$ cat config.mk
export PLATFORM = sky130hd
export DESIGN_NAME = serial_xcvr
export DESIGN_NICKNAME = d
export VERILOG_FILES = /design/src/rtl/serx_pkg.sv /design/src/rtl/serx_ctrl.sv /design/src/rtl/serx_dpath.sv /design/src/rtl/serial_xcvr.sv
export SDC_FILE = /design/constraint.sdc
export NUM_CORES = 1
export LEC_CHECK = 0
export BUFFER_PORTS_ARGS = -buffer_cell sky130_fd_sc_hd__buf_2
export CAP_MARGIN = 20
export CORE_MARGIN = 10
export CORE_UTILIZATION = 50
export DETAILED_ROUTE_END_ITERATION = 7
export PLACE_DENSITY = 0.7
export SYNTH_ARGS = -nofsm -noshare
export SYNTH_HDL_FRONTEND = slang
export SYNTH_SLANG_ARGS = --single-unit
export TNS_END_PERCENT = 1
$ cat constraint.sdc
create_clock -name clk -period 3.8 [get_ports clk]
set_clock_uncertainty 0.05 [all_clocks]
set_input_delay 0 -clock clk [delete_from_list [all_inputs] [get_ports clk]]
set_output_delay 0 -clock clk [all_outputs]
set_load 0.05 [all_outputs]
$ cat src/rtl/serx_pkg.sv
package serx_pkg;

  typedef enum logic [1:0] {
    LINE_MARK,
    LINE_SPACE,
    LINE_DATA,
    LINE_PARITY
  } lineSel_e;

  typedef enum logic [2:0] {
    ST_IDLE,
    ST_START,
    ST_DATA,
    ST_PARITY,
    ST_STOP
  } frameState_e;

  typedef struct packed {
    logic     txLoad;
    logic     txShift;
    lineSel_e txSel;
    logic     rxClear;
    logic     rxTakeBit;
    logic     rxTakePar;
    logic     rxDeliver;
  } xcvrStrobe_t;

endpackage

$ cat src/rtl/serx_ctrl.sv
module serx_ctrl
  import serx_pkg::*;
#(
  parameter int TICKS_PER_BIT = 16,
  parameter int MIN_BITS      = 5,
  parameter int MAX_BITS      = 8,
  localparam int TW = $clog2(TICKS_PER_BIT),
  localparam int IW = $clog2(MAX_BITS),
  localparam int LW = $clog2(MAX_BITS - MIN_BITS + 1)
) (
  input  logic          clk,
  input  logic          rstN,
  input  logic          baudTick,
  input  logic [LW-1:0] charLen,
  input  logic          parityEn,
  input  logic          txStart,
  input  logic          rxLine,
  output xcvrStrobe_t   stb,
  output logic [IW-1:0] rxBitIdx,
  output logic          txBusy
);

  localparam logic [TW-1:0] LAST_TICK = TW'(TICKS_PER_BIT - 1);
  localparam logic [TW-1:0] MID_TICK  = TW'(TICKS_PER_BIT / 2 - 1);

  logic [IW-1:0] lastIdx;
  assign lastIdx = IW'(MIN_BITS - 1) + IW'(charLen);

  // transmit sequencer
  frameState_e   txSt;
  logic [TW-1:0] txTicks;
  logic [IW-1:0] txBit;
  logic          txBitEnd;

  assign txBitEnd = baudTick && (txTicks == LAST_TICK);
  assign txBusy   = (txSt != ST_IDLE);

  always_ff @(posedge clk or negedge rstN) begin
    if (!rstN) begin
      txSt    <= ST_IDLE;
      txTicks <= '0;
      txBit   <= '0;
    end else if (txSt == ST_IDLE) begin
      if (txStart) begin
        txSt    <= ST_START;
        txTicks <= '0;
        txBit   <= '0;
      end
    end else begin
      if (baudTick) txTicks <= txBitEnd ? '0 : txTicks + 1'b1;
      if (txBitEnd) begin
        case (txSt)
          ST_START:  txSt <= ST_DATA;
          ST_DATA: begin
            if (txBit == lastIdx) txSt <= parityEn ? ST_PARITY : ST_STOP;
            else                  txBit <= txBit + 1'b1;
          end
          ST_PARITY: txSt <= ST_STOP;
          default:   txSt <= ST_IDLE;
        endcase
      end
    end
  end

  // receive sequencer
  frameState_e   rxSt;
  logic [TW-1:0] rxTicks;
  logic [IW-1:0] rxBit;
  logic          rxBitEnd;
  logic          rxMid;

  assign rxBitEnd = baudTick && (rxTicks == LAST_TICK);
  assign rxMid    = baudTick && (rxTicks == MID_TICK);
  assign rxBitIdx = rxBit;

  always_ff @(posedge clk or negedge rstN) begin
    if (!rstN) begin
      rxSt    <= ST_IDLE;
      rxTicks <= '0;
      rxBit   <= '0;
    end else begin
      case (rxSt)
        ST_IDLE: begin
          if (baudTick && !rxLine) begin
            rxSt    <= ST_START;
            rxTicks <= '0;
            rxBit   <= '0;
          end
        end
        ST_START: begin
          if (rxMid) begin
            rxTicks <= '0;
            rxSt    <= rxLine ? ST_IDLE : ST_DATA;
          end else if (baudTick) begin
            rxTicks <= rxTicks + 1'b1;
          end
        end
        default: begin
          if (baudTick) rxTicks <= rxBitEnd ? '0 : rxTicks + 1'b1;
          if (rxBitEnd) begin
            case (rxSt)
              ST_DATA: begin
                if (rxBit == lastIdx) rxSt <= parityEn ? ST_PARITY : ST_STOP;
                else                  rxBit <= rxBit + 1'b1;
              end
              ST_PARITY: rxSt <= ST_STOP;
              default:   rxSt <= ST_IDLE;
            endcase
          end
        end
      endcase
    end
  end

  // strobes toward the datapath
  always_comb begin
    stb           = '0;
    stb.txLoad    = (txSt == ST_IDLE) && txStart;
    stb.txShift   = txBitEnd && (txSt == ST_DATA);
    case (txSt)
      ST_START:  stb.txSel = LINE_SPACE;
      ST_DATA:   stb.txSel = LINE_DATA;
      ST_PARITY: stb.txSel = LINE_PARITY;
      default:   stb.txSel = LINE_MARK;
    endcase
    stb.rxClear   = (rxSt == ST_IDLE) && baudTick && !rxLine;
    stb.rxTakeBit = rxBitEnd && (rxSt == ST_DATA);
    stb.rxTakePar = rxBitEnd && (rxSt == ST_PARITY);
    stb.rxDeliver = rxBitEnd && (rxSt == ST_STOP);
  end

endmodule

$ cat src/rtl/serx_dpath.sv
module serx_dpath
  import serx_pkg::*;
#(
  parameter int MIN_BITS = 5,
  parameter int MAX_BITS = 8,
  localparam int IW = $clog2(MAX_BITS),
  localparam int LW = $clog2(MAX_BITS - MIN_BITS + 1)
) (
  input  logic                clk,
  input  logic                rstN,
  input  xcvrStrobe_t         stb,
  input  logic [IW-1:0]       rxBitIdx,
  input  logic [LW-1:0]       charLen,
  input  logic                parityEn,
  input  logic                parityOdd,
  input  logic                loopEn,
  input  logic [MAX_BITS-1:0] txData,
  input  logic                rxIn,
  input  logic                rxRead,
  output logic                txOut,
  output logic                rxLine,
  output logic [MAX_BITS-1:0] rxData,
  output logic                rxValid,
  output logic                parityErr,
  output logic                frameErr,
  output logic                overrunErr
);

  // bits that belong to the selected character length
  logic [MAX_BITS-1:0] lenMask;
  for (genvar i = 0; i < MAX_BITS; i++) begin : g_mask
    assign lenMask[i] = (i < MIN_BITS + int'(charLen));
  end

  // transmit side
  logic [MAX_BITS-1:0] txShreg;
  logic                txParBit;
  logic                txLine;

  always_ff @(posedge clk or negedge rstN) begin
    if (!rstN) begin
      txShreg  <= '0;
      txParBit <= 1'b0;
    end else if (stb.txLoad) begin
      txShreg  <= txData & lenMask;
      txParBit <= (^(txData & lenMask)) ^ parityOdd;
    end else if (stb.txShift) begin
      txShreg  <= txShreg >> 1;
    end
  end

  always_comb begin
    case (stb.txSel)
      LINE_SPACE:  txLine = 1'b0;
      LINE_DATA:   txLine = txShreg[0];
      LINE_PARITY: txLine = txParBit;
      default:     txLine = 1'b1;
    endcase
  end

  assign txOut = loopEn | txLine;

  // receive side
  logic [1:0]          rxSync;
  logic [MAX_BITS-1:0] rxShreg;
  logic                rxParBit;

  always_ff @(posedge clk or negedge rstN) begin
    if (!rstN) rxSync <= 2'b11;
    else       rxSync <= {rxSync[0], rxIn};
  end

  assign rxLine = loopEn ? txLine : rxSync[1];

  always_ff @(posedge clk or negedge rstN) begin
    if (!rstN) begin
      rxShreg  <= '0;
      rxParBit <= 1'b0;
    end else if (stb.rxClear) begin
      rxShreg  <= '0;
    end else if (stb.rxTakeBit) begin
      rxShreg[rxBitIdx] <= rxLine;
    end else if (stb.rxTakePar) begin
      rxParBit <= rxLine;
    end
  end

  always_ff @(posedge clk or negedge rstN) begin
    if (!rstN) begin
      rxData     <= '0;
      rxValid    <= 1'b0;
      parityErr  <= 1'b0;
      frameErr   <= 1'b0;
      overrunErr <= 1'b0;
    end else if (stb.rxDeliver) begin
      rxData     <= rxShreg;
      rxValid    <= 1'b1;
      parityErr  <= parityEn && (rxParBit != ((^rxShreg) ^ parityOdd));
      frameErr   <= !rxLine;
      overrunErr <= rxValid && !rxRead;
    end else if (rxRead) begin
      rxValid    <= 1'b0;
      overrunErr <= 1'b0;
    end
  end

endmodule

$ cat src/rtl/serial_xcvr.sv
module serial_xcvr
  import serx_pkg::*;
#(
  parameter int TICKS_PER_BIT = 16,
  parameter int MIN_BITS      = 5,
  parameter int MAX_BITS      = 8,
  localparam int IW = $clog2(MAX_BITS),
  localparam int LW = $clog2(MAX_BITS - MIN_BITS + 1)
) (
  input  logic                clk,
  input  logic                rstN,
  input  logic                baudTick,
  input  logic [LW-1:0]       charLen,
  input  logic                parityEn,
  input  logic                parityOdd,
  input  logic                loopEn,
  input  logic [MAX_BITS-1:0] txData,
  input  logic                txStart,
  output logic                txBusy,
  output logic                txOut,
  input  logic                rxIn,
  input  logic                rxRead,
  output logic [MAX_BITS-1:0] rxData,
  output logic                rxValid,
  output logic                parityErr,
  output logic                frameErr,
  output logic                overrunErr
);

  xcvrStrobe_t   stb;
  logic [IW-1:0] rxBitIdx;
  logic          rxLine;

  serx_ctrl #(
    .TICKS_PER_BIT(TICKS_PER_BIT),
    .MIN_BITS     (MIN_BITS),
    .MAX_BITS     (MAX_BITS)
  ) u_ctrl (
    .clk     (clk),
    .rstN    (rstN),
    .baudTick(baudTick),
    .charLen (charLen),
    .parityEn(parityEn),
    .txStart (txStart),
    .rxLine  (rxLine),
    .stb     (stb),
    .rxBitIdx(rxBitIdx),
    .txBusy  (txBusy)
  );

  serx_dpath #(
    .MIN_BITS(MIN_BITS),
    .MAX_BITS(MAX_BITS)
  ) u_dpath (
    .clk       (clk),
    .rstN      (rstN),
    .stb       (stb),
    .rxBitIdx  (rxBitIdx),
    .charLen   (charLen),
    .parityEn  (parityEn),
    .parityOdd (parityOdd),
    .loopEn    (loopEn),
    .txData    (txData),
    .rxIn      (rxIn),
    .rxRead    (rxRead),
    .txOut     (txOut),
    .rxLine    (rxLine),
    .rxData    (rxData),
    .rxValid   (rxValid),
    .parityErr (parityErr),
    .frameErr  (frameErr),
    .overrunErr(overrunErr)
  );

endmodule

-- After elaboration in Yosys (flattened, before gate mapping)
Cells that the tools add are included.
- muxes and demuxes: 46
- bitwise operators: 7
- reduce and logical (&&, ||, !) cells: 38
- equal/unequal tests: 24
- $lt $le $gt $ge: 10
- add/subtract/negate cells: 6
- operator list (operator ; count):
    < comparator 4 x 32 -> 1 bit (first input constant) ; 4
    < comparator 3 x 32 -> 1 bit (first input constant) ; 2
    two-way mux 3 bit ; 18
    two-way mux 4 bit ; 9
    < comparator 2 x 32 -> 1 bit (first input constant) ; 1
    two-way mux 8 bit ; 4
    one-hot mux 3 bit (2 select lines) ; 3
    nonzero test 2 bit ; 8
    XOR reduction 8 bit ; 2
    logical AND 1 bit ; 14
    == test 3 x 2 -> 1 bit (second input constant) ; 4
    one-hot mux 3 bit (3 select lines) ; 1
    AND reduction 3 bit ; 3
    nonzero test 3 bit ; 3
    adder 4 x 1 -> 4 bit (second input constant) ; 2
    bitwise AND 8 bit ; 1
    bitwise mux 8 bit ; 1
    == test 4 bit (second input constant) ; 2
    one-hot mux 4 bit (2 select lines) ; 1
    AND reduction 4 bit ; 2
    adder 3 x 1 -> 3 bit (second input constant) ; 2
    == test 3 x 1 -> 1 bit (second input constant) ; 2
    == test 3 bit ; 2
    zero test 3 bit ; 2
    26 further kinds ; 38
- register bits: 52
- output and inout port bits: 14
- logic and storage cells: 147
- bits of input ports: 19

-- Logic depth before layout (Yosys ltp)
Gate-level depths: netlist of run 1.
- depth in word-level cells: 9
- mapped depth: 7
- depth with buffers taken out: 6

-- Cells and area by module
From an unflattened synthesis of run 1, not the netlist that was laid out.
- cell total of the unflattened synthesis: 262
- area total of the unflattened synthesis: 2726.4 µm²
- by module, submodules not included (module ; cells each ; sequential area each (µm²) ; area an instance (µm²) ; times used):
    serx_dpath ; 136 ; 803.3 ; 1507.7 ; 1
    serx_ctrl ; 126 ; 500.5 ; 1218.7 ; 1

-- Least setup slack after synthesis of run 1
No wires, ideal clock.
- path kind: register to register
- start: reg u_ctrl.rxTicks[0]
- end: reg u_ctrl.rxSt[2]
- path slack: 1869 ps
- arrival: 1757 ps
- clock period less this slack: 1931 ps
- cell stages (with the launch flop): 7
- path buffers: 0
- cells stage by stage: dfrtp_1 -> ha_1 -> nand3_1 -> or4_1 -> o211ai_1 -> a2bb2oi_2 -> mux2_2
- longest elaborated chain between the ends: 4
- elaborated cells on any way between the ends: 7
- classes of those cells: eq/ne: 3; reduce/logical: 4
- ends and longest elaborated chain (what ; line ; RTL):
    start, declared ; serx_ctrl.sv:67 ; logic [TW-1:0] rxTicks;
    start signal, assigned ; serx_ctrl.sv:95 ; rxTicks <= rxTicks + 1'b1;
    start signal, assigned ; serx_ctrl.sv:99 ; if (baudTick) rxTicks <= rxBitEnd ? '0 : rxTicks + 1'b1;
    == test 4 x 3 -> 1 bit / == test 4 bit (equally long branches) ; serx_ctrl.sv:73, serx_ctrl.sv:72 ;
    logical AND 1 bit, on equally long branches ; serx_ctrl.sv:73, serx_ctrl.sv:72 ;
    != test 2 x 1 -> 1 bit (no line) / nonzero test 3 bit (equally long branches) ; - ;
    AND reduction 4 bit (no line) (*) ; - ;
    end signal, assigned ; serx_ctrl.sv:93 ; rxSt <= rxLine ? ST_IDLE : ST_DATA;
    end signal, assigned ; serx_ctrl.sv:103 ; if (rxBit == lastIdx) rxSt <= parityEn ? ST_PARITY : ST_STOP;
    end, declared ; serx_ctrl.sv:66 ; frameState_e rxSt;
Every way passes the cells marked *; elsewhere a longest branch is shown, timed or not.
A chain may end at the register's enable or synchronous reset.

-- Worst setup path after layout of run 1
- start: reg u_ctrl.rxTicks[0]
- end: reg u_dpath.rxData[6]
- longest elaborated chain between the ends: 3
- ends and longest elaborated chain (what ; line ; RTL):
    == test 4 bit ; serx_ctrl.sv:72 ; assign rxBitEnd = baudTick && (rxTicks == LAST_TICK);
    logical AND 1 bit ; serx_ctrl.sv:72 ;
    logical AND 1 bit ; serx_ctrl.sv:129 ; stb.rxDeliver = rxBitEnd && (rxSt == ST_STOP);
    end signal, assigned ; serx_dpath.sv:96 ; rxData <= rxShreg;
    end, declared ; serx_dpath.sv:22 ; output logic [MAX_BITS-1:0] rxData,
Every way passes these cells.

==> impl_metrics.tcl, run 1 <==
set metrics [dict create \
    syn_avg_cell_area_um2 10.0 \
    grt_max_degree 53 \
    cp.required_ns 3.95 \
    seq_area_um2 1300 \
    worst_slew_margin_rel_pct 45.8 \
    postLayoutCoreUtil_pct 60.6 \
    multi_input_area_um2 1340 \
    rrSetupSlack_ns 1.69 \
    period_share_pct 55.6 \
    htree_num_levels 2 \
    p_leak_uw 0.00146 \
    synth_cell_type_count 49 \
    drive_gt1_share_pct 21.0 \
    area_growth_pct 15.6 \
    peakVddDrop_uv 295 \
    fin_tns_setup_ns 0 \
    rsz0062_at_grt "false" \
    synth-edff-count 0 \
    path_class "register to register" \
    numClockSinks 52 \
    dpl_worst_slack_ns 1.65 \
    initial_utilization_pct 52.4 \
    period_needed_ns 2.11 \
    cts_resized 0 \
    clock.fmax_ghz 0.473 \
    synthesis.area_um2 2730 \
    finalHoldViolCount 0 \
    ys_ff_latch 52 \
    drv_cap 0 \
    drt_iter0_markers 88 \
    drt_pass1_iterations 4 \
    cts_buffers 5 \
    synthFlopType "dfrtp_1" \
    cts-root-buf "clkbuf_8" \
    finalWirelength_um 5400 \
    grt_pass1_vias 2050 \
    wl_per_cell_um 14.0 \
    die-area_um2 8810 \
    final_nets 337 \
    synth-async-reset-ratio_pct 100 \
    numPortBuffers 32 \
    ys_seq_area_share_pct 47.8 \
    yosys_warnings 0 \
    layout.cells.most_common_list "dfrtp_1, nand2_1, buf_2" \
    syn_inst 272 \
    tightest_slew_ns 0.810 \
    gp_congestion 0.761 \
    dp_hpwl_um 3890 \
    cts_tree "yes" \
    grt.overflow.total 0 \
    final_antenna_net_count 0 \
    nFillCells 456 \
    die_h_um 93.9 \
    grt_util_all_layers_pct 13.0 \
    outcome "finished clean" \
    vias 2082 \
    clockBufferDepth 2 \
    crit_path_end_kind "register" \
    setup_violations 0 \
    hold_class "input port to register" \
    io_pins 33 \
    core_um2 5200 \
    cp-start-kind "register" \
    critPathArrivalTime_ns 2.27 \
    layout_commonest_cell "dfrtp_1" \
    dieWidth_um 93.9 \
    setup_ws_ns 1.69 \
    grt_pass1_wl_um 9380 \
    clk_pin_slew_ns 0.11 \
    slew_viol_final 0 \
    via_per_inst 5.41 \
    insertion_delay_ns 0.31 \
    p_per_area_nw_per_um2 464 \
    placementRows 26 \
    crit_path_max_fanout 13 \
    drcViolationCount 0 \
    diodes 0 \
    antenna_found_initial 0 \
    syn_nets 295 \
]
[final timing paths]
kind	start	cells past startpoint	to
max reg2reg	u_ctrl.rxTicks[0]	5	u_dpath.rxData[6]
min in group asynchronous	rstN	3	u_dpath.frameErr
min	txData[0]	3	u_dpath.txShreg[0]
min reg2reg	u_dpath.rxSync[0]	0	u_dpath.rxSync[1]
max	u_ctrl.rxTicks[0]	5	u_dpath.rxData[6]
max in group asynchronous	rstN	3	u_ctrl.rxTicks[2]
[repair_timing]
action,in CTS,in global routing
hold buffers,13,0
setup buffers,0,0
hold endpoints to repair,62,0
[kinds of logic (layout without fill, tap and decap cells)]
| kind of cell | after synthesis | in the layout | share of synthesized area, % |
|---|---|---|---|
| flops | 52 | 52 | 47.8 |
| fa+ha+maj | 4 | 4 | 1.83 |
| simple gates | 98 | 98 | 17.5 |
| xor+xnor | 23 | 23 | 7.39 |
| mux | 19 | 19 | 7.48 |
| compound gates | 58 | 58 | 15.0 |
| buf+inv | 18 | 61 | 2.98 |
[area by class of cell]
type / instances / area share (%)
clock buffers: 5 / 2.18
repair buffers: 46 / 9.45
well taps: 70 / 2.78
multi-input cells: 202 / 42.6
flip-flops and latches: 52 / 41.4
inverters: 7 / 0.834
clock inverters: 3 / 0.794
[sequential cells by signal (all words and copies together) (netlist names)]
| name | count |
|---|---|
| u_ctrl.rxBitIdx | 3 |
| u_ctrl.rxSt | 3 |
| u_ctrl.rxTicks | 4 |
| u_ctrl.txBit | 3 |
| u_ctrl.txSt | 3 |
| u_ctrl.txTicks | 4 |
| u_dpath.frameErr | 1 |
| u_dpath.overrunErr | 1 |
| u_dpath.parityErr | 1 |
| u_dpath.rxData | 8 |
| u_dpath.rxParBit | 1 |
| u_dpath.rxShreg | 8 |
| u_dpath.rxSync | 2 |
| u_dpath.rxValid | 1 |
| u_dpath.txParBit | 1 |
| u_dpath.txShreg | 8 |
[power breakdown]
part           total [uW]  switching [uW]  internal [uW]
Combinational         389             201            188
Clock                 330             196            135
Sequential            742            97.4            645
Total                1460             494            968
[per-stage QoR]
stage / area, um2 / total power, uW / cells / hold WS [ns]
after global placement: 2930 / 1120 / 364 / 0.0559
after detailed placement: 2930 / 1130 / 364 / 0.0562
final: 3150 / 1460 / 385 / 0.00276
after floorplan: 2730 / 1040 / 272 / -0.346
after CTS: 3150 / 1480 / 385 / 0.00323
after global routing: 3150 / 1560 / 385 / 0.00697
[Yosys cell counts (4+ instances only)]
cell type  instances  area [um2]
clkbuf_1           7        26.3
nor2_1            13        48.8
nand2_1           34         128
nand3_1           22         110
xnor2_1           20         175
inv_1              7        26.3
o31ai_1            4        30.0
dfrtp_1           50        1250
o21ai_0           26         130
mux2i_1            8        80.1
nor3_1             6        30.0
mux2_2            11         124
ha_1               4        50.1
[worst max-delay path: stages, from the launching register on]
cell     delay, ns
dfrtp_1       0.39
ha_1          0.22
nand4_1       0.28
nor2_1        0.17
nand3_1       0.45
mux2_2        0.45
[per-layer routing]
layer | routed length (um) | part of all wire (%) | GRT usage, %
met4 | 67 | 1.2 | 4.56
met1 | 2430 | 45 | 15.8
met2 | 2640 | 49 | 21.6
met5 | 0 | 0 | 0
met3 | 263 | 4.9 | 3.52
Note: power is estimated with default switching activity, not from simulation.
==> run 2, diff against run 1 <==
--- a/config.mk
+++ b/config.mk
@@ -10,7 +10,7 @@
 export CORE_MARGIN = 10
 export CORE_UTILIZATION = 50
 export DETAILED_ROUTE_END_ITERATION = 7
-export PLACE_DENSITY = 0.7
+export PLACE_DENSITY = 0.73
 export SYNTH_ARGS = -nofsm -noshare
 export SYNTH_HDL_FRONTEND = slang
 export SYNTH_SLANG_ARGS = --single-unit
==> constraint.sdc (replaced) <==
create_clock -name clk -period 1.76 [get_ports clk]
set_clock_uncertainty 0.05 [all_clocks]
set_input_delay 0 -clock clk [delete_from_list [all_inputs] [get_ports clk]]
set_output_delay 0 -clock clk [all_outputs]
set_load 0.05 [all_outputs]
==> run 2 against run 1 <==
Net effect:
- combinational power grew to 3.0 times the previous value
- hold slack got worse by 0.0093 ns
- critical endpoint is now u_ctrl.rxSt[2]
- critical path type unchanged
- sequential power grew 110%
- register-to-register slack lost 1.7 ns
- the run now ends with negative hold slack, negative setup slack left
- die area unchanged
==> impl_metrics.tcl, run 2 (same netlist as run 1, synthesis figures left out) <==
set metrics [dict create \
    path_class "register to register" \
    p_int_uw 2340 \
    slew_viol_final 0 \
    vias 2253 \
    cp.required_ns 1.91 \
    seqPwrFrac_pct 45.4 \
    layout.cells.most_common_list "dfrtp_1, nand2_1, buf_4" \
    ff2ff_path_depth 6 \
    grtUsageMet2_pct 24.7 \
    wl_per_cell_um 13.9 \
    antenna_found_initial 0 \
    clk_pin_slew_ns 0.10 \
    reg_top3 "u_dpath.rxData: 8 flops, u_dpath.rxShreg: 8 flops, u_dpath.txShreg: 8 flops" \
    clock.fmax_ghz 0.549 \
    cp-start-kind "register" \
    r2r_start "u_ctrl.rxTicks[0]" \
    die_h_um 93.9 \
    die-area_um2 8810 \
    p_per_area_nw_per_um2 984 \
    cts_buffers 5 \
    finalWirelength_um 5830 \
    fin_tns_setup_ns -0.523 \
    drt_iter0_markers 118 \
    startpoint "u_ctrl.rxTicks[0]" \
    hold_ws_ns -0.00652 \
    switchingPower_uw 1120 \
    outcome "finished with violations" \
    cts-root-buf "clkbuf_8" \
    diodes 0 \
    drt_pass1_iterations 4 \
    numClockSinks 52 \
    peakVddDrop_uv 714 \
    grt_pass1_wl_um 10200 \
    final_nets 372 \
    drv_cap 0 \
    grt_pass1_vias 2290 \
    final_antenna_net_count 0 \
    dp_hpwl_um 4250 \
    postLayoutCoreUtil_pct 67.5 \
    cts_tree "yes" \
    reg2reg_to "u_ctrl.rxSt[2]" \
    worst_slew_margin_rel_pct 77.6 \
    setup_ws_ns -0.0608 \
    p_leak_uw 0.00165 \
    crit_end "u_ctrl.rxSt[2]" \
    drive_gt1_share_pct 32.9 \
    finalHoldViolCount 1 \
    combPwrFrac_pct 34.0 \
    htree_num_levels 2 \
    clockBufferDepth 2 \
    hold_class "input port to register" \
    rsz0062_at_grt "true" \
    grt_util_all_layers_pct 14.0 \
    area_growth_pct 28.9 \
    crit_path_end_kind "register" \
    period_share_pct 103 \
    numPortBuffers 32 \
    io_pins 33 \
    grt.overflow.total 0 \
    switching_share_pct 32.3 \
    dieWidth_um 93.9 \
    grt_use_met3_pct 3.52 \
    critPathArrivalTime_ns 1.97 \
    insertion_delay_ns 0.30 \
    period_needed_ns 1.82 \
    rrSetupSlack_ns -0.06 \
    gp_congestion 0.811 \
    power_frac_clock_pct 20.6 \
    initial_utilization_pct 52.4 \
    placementRows 26 \
    via_per_inst 5.36 \
    setup_violations 12 \
    core_um2 5200 \
    grt_max_degree 53 \
    dpl_worst_slack_ns -0.102 \
    top_usage_layer "met2" \
    violations "negative hold slack, negative setup slack" \
    tightest_slew_ns 0.332 \
    use_met1_pct 16.5 \
    drcViolationCount 0 \
    crit_path_max_fanout 3 \
    layout_commonest_cell "dfrtp_1" \
]
==> run 2: changes by cell type in the layout (fill, tap and decap cells not counted), sizes merged <==
| cell | previous run | this run |
|---|---|---|
| buf | 33 | 69 |
| inv | 9 | 7 |
| dlygate4sd3 | 13 | 12 |
| clkinvlp | 1 | 2 |
| clkbuf | 5 | 6 |
==> run 2: final cells by class <==
| class | count | area [um2] |
|---|---|---|
| Fill cell | 412 | 1690 |
| Multi-Input combinational cell | 202 | 1420 |
| Sequential cell | 52 | 1300 |
| Timing Repair Buffer | 81 | 582 |
| Tap cell | 70 | 87.6 |
| Clock buffer | 6 | 82.6 |
| Inverter | 7 | 26.3 |
| Clock inverter | 2 | 15.0 |
==> run 2: critical path, cell delays in order (launching register included) <==
cell and delay [ns]:
dfrtp_1 0.36, ha_2 0.20, nand3_2 0.07, or4_1 0.40, o211ai_1 0.14, a2bb2oi_2 0.20, mux2_4 0.31
==> run 2: through the flow <==
| stage | hold slack, ns | instance area [um2] | power, uW | std cells |
|---|---|---|---|---|
| global route | 0.0196 | 3520 | 3700 | 420 |
| CTS | 0.00308 | 3440 | 3430 | 417 |
| global placement | -0.0357 | 3200 | 2640 | 396 |
| finish | -0.00652 | 3520 | 3460 | 420 |
| detailed placement | -0.0363 | 3200 | 2680 | 396 |
| floorplan | -0.346 | 2750 | 2260 | 272 |
==> run 2: power by group through the flow <==
| stage | registers (uW) | logic (uW) | clock network [uW] |
|---|---|---|---|
| finish | 1570 | 1180 | 712 |
| global route | 1600 | 1310 | 785 |
| CTS | 1560 | 1140 | 732 |
| detailed placement | 1580 | 1100 | 0 |
| global placement | 1570 | 1070 | 0 |
| floorplan | 1590 | 666 | 0 |
==> run 2: timing repair <==
item | 4_1_cts | 5_1_grt
pin swaps | 1 | 3
buffers inserted | 1 | 3
endpoints found under the hold margin | 63 | 0
setup endpoints to repair | 20 | 42
resized for setup | 3 | 17
hold buffers | 12 | 0
==> run 2: worst min-delay path by stage <==
stage,from,to,slack (ns),cells past startpoint
after CTS,txData[5],u_dpath.txShreg[5],0.003,3
after floorplan,rstN,u_ctrl.rxBitIdx[0],-0.35,0
after global routing,txData[5],u_dpath.txShreg[5],0.02,3
final,txData[5],u_dpath.txShreg[5],-0.007,3
after global placement,rstN,u_dpath.rxData[0],-0.04,2
after detailed placement,rstN,u_dpath.rxData[7],-0.04,2
==> run 2: routing by layer <==
layer	part of all wire (%)	vias up	wire length, um
li1	-	1118	-
met1	43	1088	2510
met2	51	42	2980
met3	5.0	5	293
met4	0.72	0	42
met5	0	-	0
==> run 3, diff against run 2 <==
--- a/config.mk
+++ b/config.mk
@@ -7,7 +7,7 @@
 export LEC_CHECK = 0
 export BUFFER_PORTS_ARGS = -buffer_cell sky130_fd_sc_hd__buf_2
 export CAP_MARGIN = 20
-export CORE_MARGIN = 10
+export CORE_MARGIN = 2
 export CORE_UTILIZATION = 50
 export DETAILED_ROUTE_END_ITERATION = 7
 export PLACE_DENSITY = 0.73
==> run 3 against run 2 <==
Net effect:
- the flow finishes with violations (negative setup slack)
- sequential share of layout area decreased by 0.11 points
- sequential power barely moved
- combinational power hardly changed
- final area rose by 0.28%
- critical path depth did not move
- fmax is 2.6% lower
- register-to-register slack lost 0.05 ns
- global-route usage is 6.7 points higher
- clock-buffer cell count stayed put
- largest cell class unchanged
- highest routed layer unchanged
==> impl_metrics.tcl, run 3 (same netlist as run 1, synthesis figures left out) <==
set metrics [dict create \
    outcome "finished with violations" \
    violations "negative setup slack" \
    core_um2 5170 \
    p_leak_uw 0.00167 \
    tightest_slew_ns 0.360 \
    drt_pass1_iterations 5 \
    grt_pass1_wl_um 9960 \
    wl_per_cell_um 14.0 \
    switchingPower_uw 1140 \
    rsz0062_at_grt "true" \
    peakVddDrop_uv 737 \
    fin_tns_setup_ns -0.227 \
    crit_path_end_kind "register" \
    hold_depth 3 \
    hold_ws_ns 0.0346 \
    ff2ff_path_depth 6 \
    p_int_uw 2460 \
    area_growth_pct 29.3 \
    nFillCells 416 \
    cp-start-kind "register" \
    cts-root-buf "clkbuf_8" \
    htree_num_levels 2 \
    p_per_area_nw_per_um2 1020 \
    power_frac_clock_pct 23.0 \
    slowest_stage "or4_4" \
    rrSetupSlack_ns -0.11 \
    drt_iter0_markers 120 \
    setup_ws_ns -0.109 \
    crit_end "u_ctrl.rxSt[2]" \
    numPortBuffers 32 \
    grt_pass1_vias 2235 \
    switching_share_pct 31.6 \
    period_share_pct 106 \
    finalWirelength_um 5920 \
    dp_hpwl_um 4040 \
    insertion_delay_ns 0.31 \
    reg2reg_to "u_ctrl.rxSt[2]" \
    worstPathCellList "ha_4 -> nand3_2 -> or4_4 -> o211ai_1 -> a2bb2oi_2 -> mux2_4" \
    startpoint "u_ctrl.rxTicks[0]" \
    layout.cells.most_common_list "dfrtp_1, nand2_1, buf_4" \
    dieWidth_um 77.9 \
    worst_slew_margin_rel_pct 75.8 \
    placementRows 26 \
    fin_cells 422 \
    finalHoldViolCount 0 \
    drcViolationCount 0 \
    clock.fmax_ghz 0.535 \
    gp_congestion 0.775 \
    vias 2284 \
    seqPwrFrac_pct 43.6 \
    grt_max_degree 53 \
    final_nets 374 \
    cts_buffers 5 \
    hold_class "input port to register" \
    die-area_um2 6060 \
    cp_slowest_stage_delay_ns 0.42 \
    crit_path_max_fanout 3 \
    final_antenna_net_count 0 \
    reg_top3 "u_dpath.rxData: 8 flops, u_dpath.rxShreg: 8 flops, u_dpath.txShreg: 8 flops" \
    io_pins 33 \
    numClockSinks 52 \
    postLayoutCoreUtil_pct 68.2 \
    grt.overflow.total 0 \
    critPathArrivalTime_ns 2.02 \
    period_needed_ns 1.87 \
    combPwrFrac_pct 33.3 \
    place_inst 397 \
    path_class "register to register" \
    drv_cap 0 \
    drive_gt1_share_pct 31.8 \
    die_h_um 77.9 \
    clk_pin_slew_ns 0.10 \
    grt_util_all_layers_pct 20.7 \
    layout_commonest_cell "dfrtp_1" \
    r2r_start "u_ctrl.rxTicks[0]" \
    clockBufferDepth 2 \
    initial_utilization_pct 52.7 \
    cts_tree "yes" \
    slew_viol_final 0 \
    setup_violations 3 \
    cp.required_ns 1.92 \
    antenna_found_initial 0 \
    diodes 0 \
    via_per_inst 5.41 \
]
==> run 3: what timing repair did <==
| item | 4_1_cts | 5_1_grt |
|---|---|---|
| hold endpoints to repair | 66 | 0 |
| hold buffers | 14 | 0 |
| buffers inserted | 2 | 1 |
| setup endpoints to repair | 8 | 38 |
| pin swaps | 1 | 2 |
| resized for setup | 1 | 15 |
==> run 3: how the worst min path moves through the flow <==
stage                              end       start  slack, ns
floorplan           u_ctrl.rxBitIdx[0]        rstN      -0.35
global placement      u_dpath.frameErr        rstN      -0.03
detailed placement   u_dpath.rxData[6]        rstN      -0.04
CTS                 u_dpath.txShreg[7]  charLen[0]       0.02
global route        u_dpath.txShreg[7]  charLen[0]       0.05
finish              u_dpath.txShreg[7]  charLen[0]       0.03
==> run 3: layout make-up <==
| cell class | count | area, um2 | area share [%] |
|---|---|---|---|
| Multi-Input combinational cell | 202 | 1400 | 39.7 |
| Sequential cell | 52 | 1300 | 37.0 |
| Timing Repair Buffer | 83 | 598 | 17.0 |
| Tap cell | 70 | 87.6 | 2.48 |
| Clock buffer | 6 | 72.6 | 2.06 |
| Clock inverter | 2 | 38.8 | 1.10 |
| Inverter | 7 | 26.3 | 0.745 |
==> run 3: metrics by stage <==
stage	area, um2	setup WS, ns	total power, uW
3_3_place_gp	3210	-0.0200	2640
4_1_cts	3480	-0.0687	3570
5_1_grt	3530	-0.154	3830
2_1_floorplan	2750	-0.117	2260
6_report	3530	-0.109	3600
3_5_place_dp	3210	-0.0740	2680
==> run 3: per-layer routing <==
metal	wire length (um)	up-vias	global-route usage (%)
li1	-	1124	-
met4	85	0	7.14
met1	2520	1121	24.9
met5	0	-	0
met3	158	7	3.26
met2	3160	32	37.3
==> run 3: power groups by stage <==
stage | clock, uW | combinational, uW | sequential [uW]
finish | 831 | 1200 | 1570
detailed placement | 0 | 1100 | 1580
floorplan | 0 | 666 | 1590
global placement | 0 | 1070 | 1570
CTS | 855 | 1160 | 1550
global route | 907 | 1320 | 1600
==> run 3: worst max-delay path, delay by kind of cell, from the launching register on <==
family	cells	cell delay [ns]
AO/OA/AOI/OAI	2	0.36
multiplexers	1	0.32
adder cells (fa/ha/maj)	1	0.16
flip-flops	1	0.40
AND/OR/NAND/NOR	2	0.48
